[src/rtl/vls_pkg.sv]
package vls_pkg;

  typedef enum logic {
    BANK_PING = 1'b0,
    BANK_PONG = 1'b1
  } bank_e;

  localparam bank_e RESET_ACTIVE = BANK_PONG;

  // Idle cycles enforced after a handshake for a given precision code.
  function automatic int unsigned pace_cycles(input int unsigned prec);
    return 2 * prec;
  endfunction

endpackage

[src/rtl/vls_cfg_store.sv]
module vls_cfg_store #(
  parameter int FW = 32
) (
  input  logic          clk,
  input  logic          rst_n,
  input  logic          wr,
  input  logic          wr_bank,
  input  logic [FW-1:0] wr_data,
  input  logic          take,
  output logic          act_bank,
  output logic          pend_valid,
  output logic [FW-1:0] act_data
);
  import vls_pkg::*;

  localparam int NB = 2;

  logic [FW-1:0] bank_q [NB];
  logic [NB-1:0] vld_q;
  logic          act_q;
  logic          act_next;
  logic          wr_ok;

  // bank in use after this edge; writes aimed at it are dropped
  assign act_next = take ? ~act_q : act_q;
  assign wr_ok    = wr && (wr_bank != act_next);

  always_ff @(posedge clk or negedge rst_n) begin
    if (!rst_n) begin
      act_q <= RESET_ACTIVE;
      vld_q <= '0;
      for (int b = 0; b < NB; b++) bank_q[b] <= '0;
    end else begin
      act_q <= act_next;
      if (take) vld_q[~act_q] <= 1'b0;
      if (wr_ok) begin
        bank_q[wr_bank] <= wr_data;
        vld_q[wr_bank]  <= 1'b1;
      end
    end
  end

  assign act_bank   = act_q;
  assign pend_valid = vld_q[~act_q];
  assign act_data   = bank_q[act_q];

endmodule

[src/rtl/vls_loop_ctr.sv]
module vls_loop_ctr #(
  parameter int AW = 6,
  parameter int CW = 6
) (
  input  logic          clk,
  input  logic          rst_n,
  input  logic          load,
  input  logic          adv,
  input  logic [AW-1:0] base,
  input  logic [AW-1:0] step,
  input  logic [CW-1:0] size,
  output logic [AW-1:0] addr,
  output logic [CW-1:0] idx,
  output logic          last
);
  localparam int XW = CW + 1;

  logic [AW-1:0] off_q;
  logic [CW-1:0] idx_q;

  // count 0 behaves as a single iteration
  assign last = (XW'(idx_q) + XW'(1)) >= XW'(size);
  assign addr = base + off_q;
  assign idx  = idx_q;

  always_ff @(posedge clk or negedge rst_n) begin
    if (!rst_n) begin
      off_q <= '0;
      idx_q <= '0;
    end else if (load) begin
      off_q <= '0;
      idx_q <= '0;
    end else if (adv) begin
      if (last) begin
        off_q <= '0;
        idx_q <= '0;
      end else begin
        off_q <= off_q + step;
        idx_q <= idx_q + CW'(1);
      end
    end
  end

endmodule

[src/rtl/vls_pacer.sv]
module vls_pacer #(
  parameter int PW = 2
) (
  input  logic          clk,
  input  logic          rst_n,
  input  logic          fire,
  input  logic [PW-1:0] prec,
  output logic          open
);
  import vls_pkg::*;

  localparam int GW = PW + 1;

  logic [GW-1:0] gap_q;

  assign open = (gap_q == '0);

  always_ff @(posedge clk or negedge rst_n) begin
    if (!rst_n) begin
      gap_q <= '0;
    end else if (fire) begin
      gap_q <= GW'(pace_cycles(int'(prec)));
    end else if (!open) begin
      gap_q <= gap_q - GW'(1);
    end
  end

endmodule

[src/rtl/vec_loop_seq.sv]
module vec_loop_seq #(
  parameter int AW  = 6,
  parameter int CW  = 6,
  parameter int PW  = 2,
  parameter int OPW = 3
) (
  input  logic           clk,
  input  logic           rst_n,
  input  logic           cfg_we,
  input  logic           cfg_bank,
  input  logic [AW-1:0]  cfg_in_start,
  input  logic [AW-1:0]  cfg_in_step,
  input  logic [CW-1:0]  cfg_in_size,
  input  logic [AW-1:0]  cfg_out_start,
  input  logic [AW-1:0]  cfg_out_step,
  input  logic [CW-1:0]  cfg_out_size,
  input  logic [AW-1:0]  cfg_dst,
  input  logic [PW-1:0]  cfg_prec,
  input  logic [OPW-1:0] cfg_op1,
  input  logic [OPW-1:0] cfg_op2,
  input  logic           cfg_bcast,
  input  logic           cfg_accum,
  output logic           next_bank,
  output logic           busy,
  output logic           done,
  output logic           step_valid,
  input  logic           step_ready,
  output logic [AW-1:0]  step_a_addr,
  output logic [AW-1:0]  step_b_addr,
  output logic [AW-1:0]  step_d_addr,
  output logic [OPW-1:0] step_op1,
  output logic [OPW-1:0] step_op2,
  output logic [PW-1:0]  step_prec,
  output logic           step_merge,
  output logic           step_first,
  output logic           step_last
);

  typedef struct packed {
    logic [AW-1:0]  in_start;
    logic [AW-1:0]  in_step;
    logic [CW-1:0]  in_size;
    logic [AW-1:0]  out_start;
    logic [AW-1:0]  out_step;
    logic [CW-1:0]  out_size;
    logic [AW-1:0]  dst;
    logic [PW-1:0]  prec;
    logic [OPW-1:0] op1;
    logic [OPW-1:0] op2;
    logic           bcast;
    logic           accum;
  } op_cfg_t;

  localparam int FW = $bits(op_cfg_t);

  op_cfg_t       wcfg;
  op_cfg_t       acfg;
  logic [FW-1:0] acfg_bits;
  logic          act_bank;
  logic          pend_valid;
  logic          take;
  logic          hs;
  logic          op_end;
  logic          busy_q;
  logic          done_q;
  logic          pace_open;

  logic [AW-1:0] in_addr,  out_addr;
  logic [CW-1:0] in_idx,   out_idx;
  logic          in_last,  out_last;
  logic [AW-1:0] d_off;

  assign wcfg = '{in_start: cfg_in_start, in_step: cfg_in_step, in_size: cfg_in_size,
                  out_start: cfg_out_start, out_step: cfg_out_step, out_size: cfg_out_size,
                  dst: cfg_dst, prec: cfg_prec, op1: cfg_op1, op2: cfg_op2,
                  bcast: cfg_bcast, accum: cfg_accum};

  vls_cfg_store #(.FW(FW)) u_store (
    .clk       (clk),
    .rst_n     (rst_n),
    .wr        (cfg_we),
    .wr_bank   (cfg_bank),
    .wr_data   (wcfg),
    .take      (take),
    .act_bank  (act_bank),
    .pend_valid(pend_valid),
    .act_data  (acfg_bits)
  );

  assign acfg = op_cfg_t'(acfg_bits);

  assign hs     = step_valid && step_ready;
  assign op_end = hs && in_last && out_last;
  // swap when idle, or exactly at the final handshake of the running op
  assign take   = pend_valid && (!busy_q || op_end);

  vls_loop_ctr #(.AW(AW), .CW(CW)) u_inner (
    .clk  (clk),
    .rst_n(rst_n),
    .load (take),
    .adv  (hs),
    .base (acfg.in_start),
    .step (acfg.in_step),
    .size (acfg.in_size),
    .addr (in_addr),
    .idx  (in_idx),
    .last (in_last)
  );

  vls_loop_ctr #(.AW(AW), .CW(CW)) u_outer (
    .clk  (clk),
    .rst_n(rst_n),
    .load (take),
    .adv  (hs && in_last),
    .base (acfg.out_start),
    .step (acfg.out_step),
    .size (acfg.out_size),
    .addr (out_addr),
    .idx  (out_idx),
    .last (out_last)
  );

  vls_pacer #(.PW(PW)) u_pace (
    .clk  (clk),
    .rst_n(rst_n),
    .fire (hs),
    .prec (acfg.prec),
    .open (pace_open)
  );

  // destination offset from the outer count, sized for either width order
  generate
    if (CW >= AW) begin : g_doff_trunc
      assign d_off = out_idx[AW-1:0];
    end else begin : g_doff_ext
      assign d_off = {{(AW-CW){1'b0}}, out_idx};
    end
  endgenerate

  always_ff @(posedge clk or negedge rst_n) begin
    if (!rst_n) begin
      busy_q <= 1'b0;
      done_q <= 1'b0;
    end else begin
      done_q <= op_end;
      if (take)        busy_q <= 1'b1;
      else if (op_end) busy_q <= 1'b0;
    end
  end

  assign step_valid  = busy_q && pace_open;
  assign step_a_addr = out_addr + in_addr;
  assign step_b_addr = acfg.bcast ? out_addr : in_addr;
  assign step_d_addr = acfg.dst + d_off;
  assign step_op1    = acfg.op1;
  assign step_op2    = acfg.op2;
  assign step_prec   = acfg.prec;
  assign step_merge  = acfg.accum;
  assign step_first  = (in_idx == '0);
  assign step_last   = in_last && out_last;

  assign busy      = busy_q;
  assign done      = done_q;
  assign next_bank = ~act_bank;

endmodule

[config.mk]
export PLATFORM = sky130hd
export DESIGN_NAME = vec_loop_seq
export DESIGN_NICKNAME = d
export VERILOG_FILES = /design/src/rtl/vls_pkg.sv /design/src/rtl/vls_cfg_store.sv /design/src/rtl/vls_loop_ctr.sv /design/src/rtl/vls_pacer.sv /design/src/rtl/vec_loop_seq.sv
export SDC_FILE = /design/constraint.sdc
export NUM_CORES = 1
export LEC_CHECK = 0
export BUFFER_PORTS_ARGS = -buffer_cell sky130_fd_sc_hd__buf_2
export CAP_MARGIN = 20
export CORE_ASPECT_RATIO = 0.8
export CORE_MARGIN = 8
export CORE_UTILIZATION = 40
export DETAILED_ROUTE_END_ITERATION = 8
export PLACE_DENSITY_LB_ADDON = 0.12
export SYNTH_ARGS = -nofsm -noshare
export SYNTH_HDL_FRONTEND = slang
export SYNTH_SLANG_ARGS = --single-unit
[constraint.sdc]
create_clock -name clk -period 6.6 [get_ports clk]
set_clock_uncertainty 0.1 [all_clocks]
set_input_delay 0 -clock clk [delete_from_list [all_inputs] [get_ports clk]]
set_output_delay 0 -clock clk [all_outputs]
set_load 0.02 [all_outputs]
-- Yosys cells after proc, flatten, opt, wreduce, memory -nomap -nowiden
Cells that the tools add are included.
- bits in registers: 136
- bits in writable memories: 0
- word-level logic and storage cells: 88
- memories: 0
- bits in read-only memories: 0
- input bits: 57
- latch bits: 0
- output and inout port bits: 33
- add/sub/neg operators: 11
- shift operators: 0
- reductions and logical operators: 17
- mux-type cells: 32
- multiply operators: 0
- bitwise gates (word level): 6
- $lt $le $gt $ge: 9
- equality and inequality tests: 2
- div/mod/pow operators: 0
- operators with widths (operator ; number):
    52-bit two-way mux ; 4
    104-bit bitwise mux ; 1
    6-bit two-way mux ; 13
    52-bit demux with 1-bit select ; 1
    6-bit adder ; 6
    6-bit by 1-bit adder with 7-bit output, second input constant ; 2
    7-bit by 6-bit >= comparator with 1-bit output ; 2
    6-bit by 1-bit adder with 6-bit output, second input constant ; 2
    1-bit logical AND ; 10
    1-bit two-way mux ; 7
    6-bit zero test ; 1
    3-bit two-way mux ; 2
    2-bit nonzero test ; 3
    2-bit >= comparator, second input constant ; 2
    1-bit by 2-bit less-than comparator with 1-bit output, second input constant ; 2
    2-bit two-way mux ; 2
    1-bit NOT with 2-bit output ; 2
    3-bit zero test ; 1
    3-bit by 1-bit subtractor with 3-bit output, second input constant ; 1
    2-bit AND ; 1
    1-bit demux with 1-bit select ; 2
    1-bit >= comparator, second input constant ; 2
    2-bit by 1-bit less-than comparator with 1-bit output, second input constant ; 1
    2-bit != test, second input constant ; 1
    6 further kinds ; 6

-- Longest topological paths before layout
- depth in word-level cells: 13
- gate-level depth with buffers: 14
- mapped depth without buffers: 11

-- Cells and area by module
From an unflattened synthesis, not the netlist that was laid out.
- cell total of the unflattened synthesis: 610
- area total of the unflattened synthesis: 7613.6 um2
- modules (own cells, without submodules) (module ; cells each ; instances ; area each (um2) ; seq. area each (um2)):
    vls_cfg_store ; 292 ; 1 ; 4609.4 ; 2678.8
    vls_loop_ctr ; 121 ; 2 ; 1124.8 ; 300.3
    vec_loop_seq ; 59 ; 1 ; 570.5 ; 50.0
    vls_pacer ; 17 ; 1 ; 183.9 ; 75.1

-- Worst setup path before layout
Ideal clock, no wire load.
- path type: register to register
- from: register u_store.act_q (netlist: u_store.act_bank)
- to: register u_store.bank_q[11] (netlist bit)
- data arrival time: 3.967 ns
- clock period less this slack: 4.192 ns
- buffers on the path: 4
- stages on the path, launching flop included: 14
- required time: 6.375 ns
- setup slack: 2.408 ns
- library setup time: 0.125 ns
- cell sequence: dfstp_2 -> clkbuf_1 -> clkbuf_1 -> clkbuf_1 -> mux2_2 -> ha_1 -> nor2b_1 -> o21ai_2 -> nand4_2 -> a21oi_4 -> a31oi_4 -> nor3_4 -> buf_6 -> mux2_2
- longest elaborated chain between the ends: 12
- elaborated cells on any way between the ends: 16
- classes of those cells: order compare: 2; eq/ne: 1; mux: 6; bitwise: 2; reduce/logical: 5
- ends and longest elaborated chain (element ; line ; text):
    from (decl) ; vls_cfg_store.sv:20 ; logic act_q;
    from (signal assigned) ; vls_cfg_store.sv:34 ; act_q <= act_next;
    1-bit NOT with 2-bit output (implied by the code) ; vls_cfg_store.sv:45 ; assign act_data = bank_q[act_q];
    52-bit two-way mux (implied by the code) (3 in a row) ; vls_cfg_store.sv:45 ;
    7-bit by 6-bit >= comparator with 1-bit output ; vls_loop_ctr.sv:22 ; assign last = (XW'(idx_q) + XW'(1)) >= XW'(size);
    1-bit logical AND (2 in a row) ; vec_loop_seq.sv:93 ; assign op_end = hs && in_last && out_last;
    1-bit logical OR ; vec_loop_seq.sv:95 ; assign take = pend_valid && (!busy_q || op_end);
    1-bit logical AND ; vec_loop_seq.sv:95 ;
    1-bit two-way mux (*) ; vls_cfg_store.sv:25 ; assign act_next = take ? ~act_q : act_q;
    1-bit != test (*) ; vls_cfg_store.sv:26 ; assign wr_ok = wr && (wr_bank != act_next);
    1-bit logical AND (*) ; vls_cfg_store.sv:26 ;
    to (signal, indexed assignment) ; vls_cfg_store.sv:37 ; bank_q[wr_bank] <= wr_data;
    to (decl) ; vls_cfg_store.sv:18 ; logic [FW-1:0] bank_q [NB];
Every way passes the cells marked *; elsewhere a longest branch is shown, timed or not. The select of a mux whose other input is x is not followed.
A chain may end at the register's enable or synchronous reset.

-- Worst setup path after layout
- from: register u_store.act_q (netlist: u_store.act_bank)
- to: output step_a_addr[5]
- longest elaborated chain between the ends: 6
- elaborated cells on any way between the ends: 7
- classes of those cells: add/sub: 3; mux: 3; bitwise: 1
- ends and longest elaborated chain (element ; line ; text):
    1-bit NOT with 2-bit output (implied by the code) (*) ; vls_cfg_store.sv:45 ;
    52-bit two-way mux (implied by the code) (*) (3 in a row) ; vls_cfg_store.sv:45 ;
    6-bit adder ; vls_loop_ctr.sv:23 ; assign addr = base + off_q;
    6-bit adder (*) ; vec_loop_seq.sv:152 ; assign step_a_addr = out_addr + in_addr;
    to (decl) ; vec_loop_seq.sv:28 ; output logic [AW-1:0] step_a_addr,
Marked as above.

==> impl_summary.txt <==
----------------------------------------------------
[STA]
  Worst relative slew slack ... 0.4174
  Worst hold slack ... 1.250 ps
  Final critical-path required period ... 4623 ps
  Number of endpoints failing setup at the final stage ... 0
  Final clock period utilization by the worst path ... 0.7004
  Worst Slack Setup Final ... 1977 ps
  Count of final hold-check violations ... 0
  Worst-margin pin slew ... 870.6 ps
  Number of pins exceeding their max-slew limit in the final report ... 0
  Sum of negative setup slack ... 0 ps
  Setup repair after global routing missed its margin ... no
  Max frequency ... 216.3 MHz

[Die]
  Die area ... 23450 um2
  Starting density of the core ... 0.4018
  Top Ports ... 90
  Die X ... 169.2 um
  Area of the placeable core ... 18690 um2
  Standard-cell row count ... 45
  Height of the die ... 138.6 um

[Worst hold path]
  Class of the tightest hold or removal check ... in2async

[Route]
  Drt drc ... 0
  Routed vias/inst ... 4.994
  Routed len/inst ... 16.71 um
  Total via count after detailed routing ... 5154
  Total iterations of the first detailed-routing run ... 4
  Residual antenna-violating net count after detailed routing ... 0
  DRT iter0 DRCs ... 287
  Final Routed Wirelength ... 17.24 mm

[Global routing]
  Global-route congestion overflow total ... 0
  Gr usage total ... 0.1572
  Number of global-route vias before repair ... 5631
  Antenna violations before repair ... 0
  Wire length of the first global-routing pass ... 29.46 mm
  Pin count of the biggest net entering global routing ... 79

[Yosys]
  Biggest area contributors in the synthesized netlist ... dfrtp_1 45%, mux2_2 17%, ha_1 7.8%
  Syn Area/Cell ... 12.29 um2
  Gate count after technology mapping ... 611
  Cell type contributing the most total cell area after synthesis ... dfrtp_1
  Primary flip-flop cell chosen by synthesis mapping ... dfrtp_1
  Share of synthesized flip-flops with an asynchronous set or reset ... 1.000
  Distinct cell type count of the synthesized netlist ... 49
  Netlist area before placement ... 7511 um2
  Fraction of post-synthesis cell area in the top cell type by area ... 0.4498
  Number of synthesized flops with an enable pin ... 0
  Fraction of the yosys area taken by sequential cells ... 0.4533
  Count of yosys warnings during synthesis ... 0
  Post-Syn Nets ... 721
  Register bit total from synthesis ... 136

[Critical path]
  Highest fanout seen on the critical path ... 26
  Required @ worst endpoint ... 6500 ps
  Bufs and invs on worst path ... 2
  Crit path DAT ... 4520 ps
  Type of the worst setup path ... reg2out
  Startpoint type of the worst setup path ... flop
  Kind of cell adding the most delay to the critical path ... adder cells
  Worst-path cell with the longest stage delay ... dfstp_2
  Cell Chain, Critical Path ... buf_4 > mux2_2 > ha_1 > fa_1 > ha_1 > a21o_1 > a21oi_1 > o21bai_1 > a21oi_1 > xor2_1 > xnor2_1 > buf_2
  Sort of element at the end of the critical path ... output pin
  Slowest stage delay, CP ... 990 ps

[Status]
  Outcome ... complete, no violations

[Cells and area]
  Signed area change from the synthesized netlist to the final layout ... 25.57%
  Final net count ... 871
  Fin util ... 0.5046
  Diode insertion count for antenna repair ... 0
  Fraction of final layout cells sized beyond drive strength 1 ... 0.3295

[Clock tree]
  Inserted Clock Buffers ... 17
  Clk slew on worst S/H paths ... 60 ps
  Insertion delay of the later-clocked pin in the worst-skew pair ... 420 ps
  Number of clock sinks ... 136
  CTS tree ... built
  CTS max path bufs ... 2
  Setup Fix Bufs, Post-CTS ... 0
  Number of H-tree levels ... 4
  Clock tree root driver cell ... clkbuf_16

[Placement]
  HPWL after DPL ... 12.22 mm
  Port Buffer Count ... 89
  Weighted congestion reported at the end of routability-driven placement ... 0.7821
  Worst slack at placement ... 2052 ps

[Flow run]
  Total of max-cap violations ... 0

----------------------------------------------------
state kept, by name, summed over array words and instances, names as in the netlist:
name and flops:
busy 1, done 1, u_inner.idx 6, u_inner.off_q 6, u_outer.idx 6, u_outer.off_q 6, u_pace.gap_q 3, u_store.act_bank 1
u_store.bank_q 104, u_store.vld_q 2
Yosys cell counts (all sizes together) (2+ instances only):
cell type / instances
a22oi: 7
mux2i: 20
buf: 10
nor2: 21
xor2: 13
dfrtp: 135
a21o: 16
nand3: 17
o21bai: 5
nor3: 3
a21oi: 38
and2: 2
mux2: 143
nand4: 2
nand3b: 3
ha: 47
o211ai: 3
and3: 4
nor2b: 5
o21ai: 12
xnor2: 22
clkbuf: 12
a31oi: 5
nand2: 26
fa: 6
inv: 22
stage by stage:
step	cells	cell area [um2]
floorplan	611	7511
global placement	944	8214
detailed placement	944	8214
CTS	1031	9404
global route	1032	9432
finish	1032	9432
logic make-up (layout without fill, tap and decap cells):
group / count (synthesis) / count (layout) / synth area share
AOI/OAI and AO/OA: 92 / 92 / 0.08196
xor gates and xnor gates: 35 / 35 / 0.04081
adders and majority gates: 53 / 53 / 0.09429
buffers and inverters: 44 / 207 / 0.02948
DFF: 136 / 136 / 0.4533
muxes: 163 / 163 / 0.2410
and+or+nand+nor: 88 / 88 / 0.05914
placed cells by master (no fill, tap or decap), types with 8 or more instances in the layout:
master	n
inv_1	22
mux2_2	114
mux2i_1	20
o21ai_0	10
nor2_1	21
nand3_1	17
a21oi_1	36
nand2_1	25
dfrtp_1	135
clkbuf_16	17
buf_2	88
xor2_1	13
ha_1	47
buf_4	8
xnor2_1	22
dlygate4sd3_1	55
a21o_1	16
mux2_1	29
final timing paths:
check / cells after the start / slack, ps / start / to
setup / recovery: 12 / 1980 / u_store.act_bank / step_a_addr[5]
hold / removal: 2 / 1 / rst_n / u_store.bank_q[84]
setup reg to reg: 10 / 2110 / u_store.act_bank / u_store.bank_q[77]
hold reg to reg: 1 / 380 / u_store.bank_q[40] / u_store.bank_q[40]
max in group asynchronous: 4 / 5330 / rst_n / u_store.act_bank
min in group clk: 4 / 80 / step_ready / u_inner.idx[5]
final cells by class:
| class | instances | area [um2] |
|---|---|---|
| multi-input cells | 431 | 3892 |
| clock buffers | 24 | 471.7 |
| well taps | 258 | 322.8 |
| repair buffers | 153 | 1090 |
| flip-flops and latches | 136 | 3405 |
| inverters | 22 | 82.58 |
| clock inverters | 8 | 167.7 |
| fillers | 1682 | 9261 |
what timing repair did:
item	4_1_cts	5_1_grt
hold buffers	55	0
endpoints found under the hold margin	164	0
gates resized for setup	0	0
setup endpoints to repair	0	0
routing by layer:
metal  GRT usage  part of all wire  wire [um]
met3     0.04211             0.042        722
met4     0.04788             0.014        240
met5           0                 0          0
met1      0.2035              0.47       8185
met2      0.2529              0.47       8094
Power is left out: the tool's default activity adds up to more than one toggle a clock period on the data nets, which glitch-free logic cannot reach.
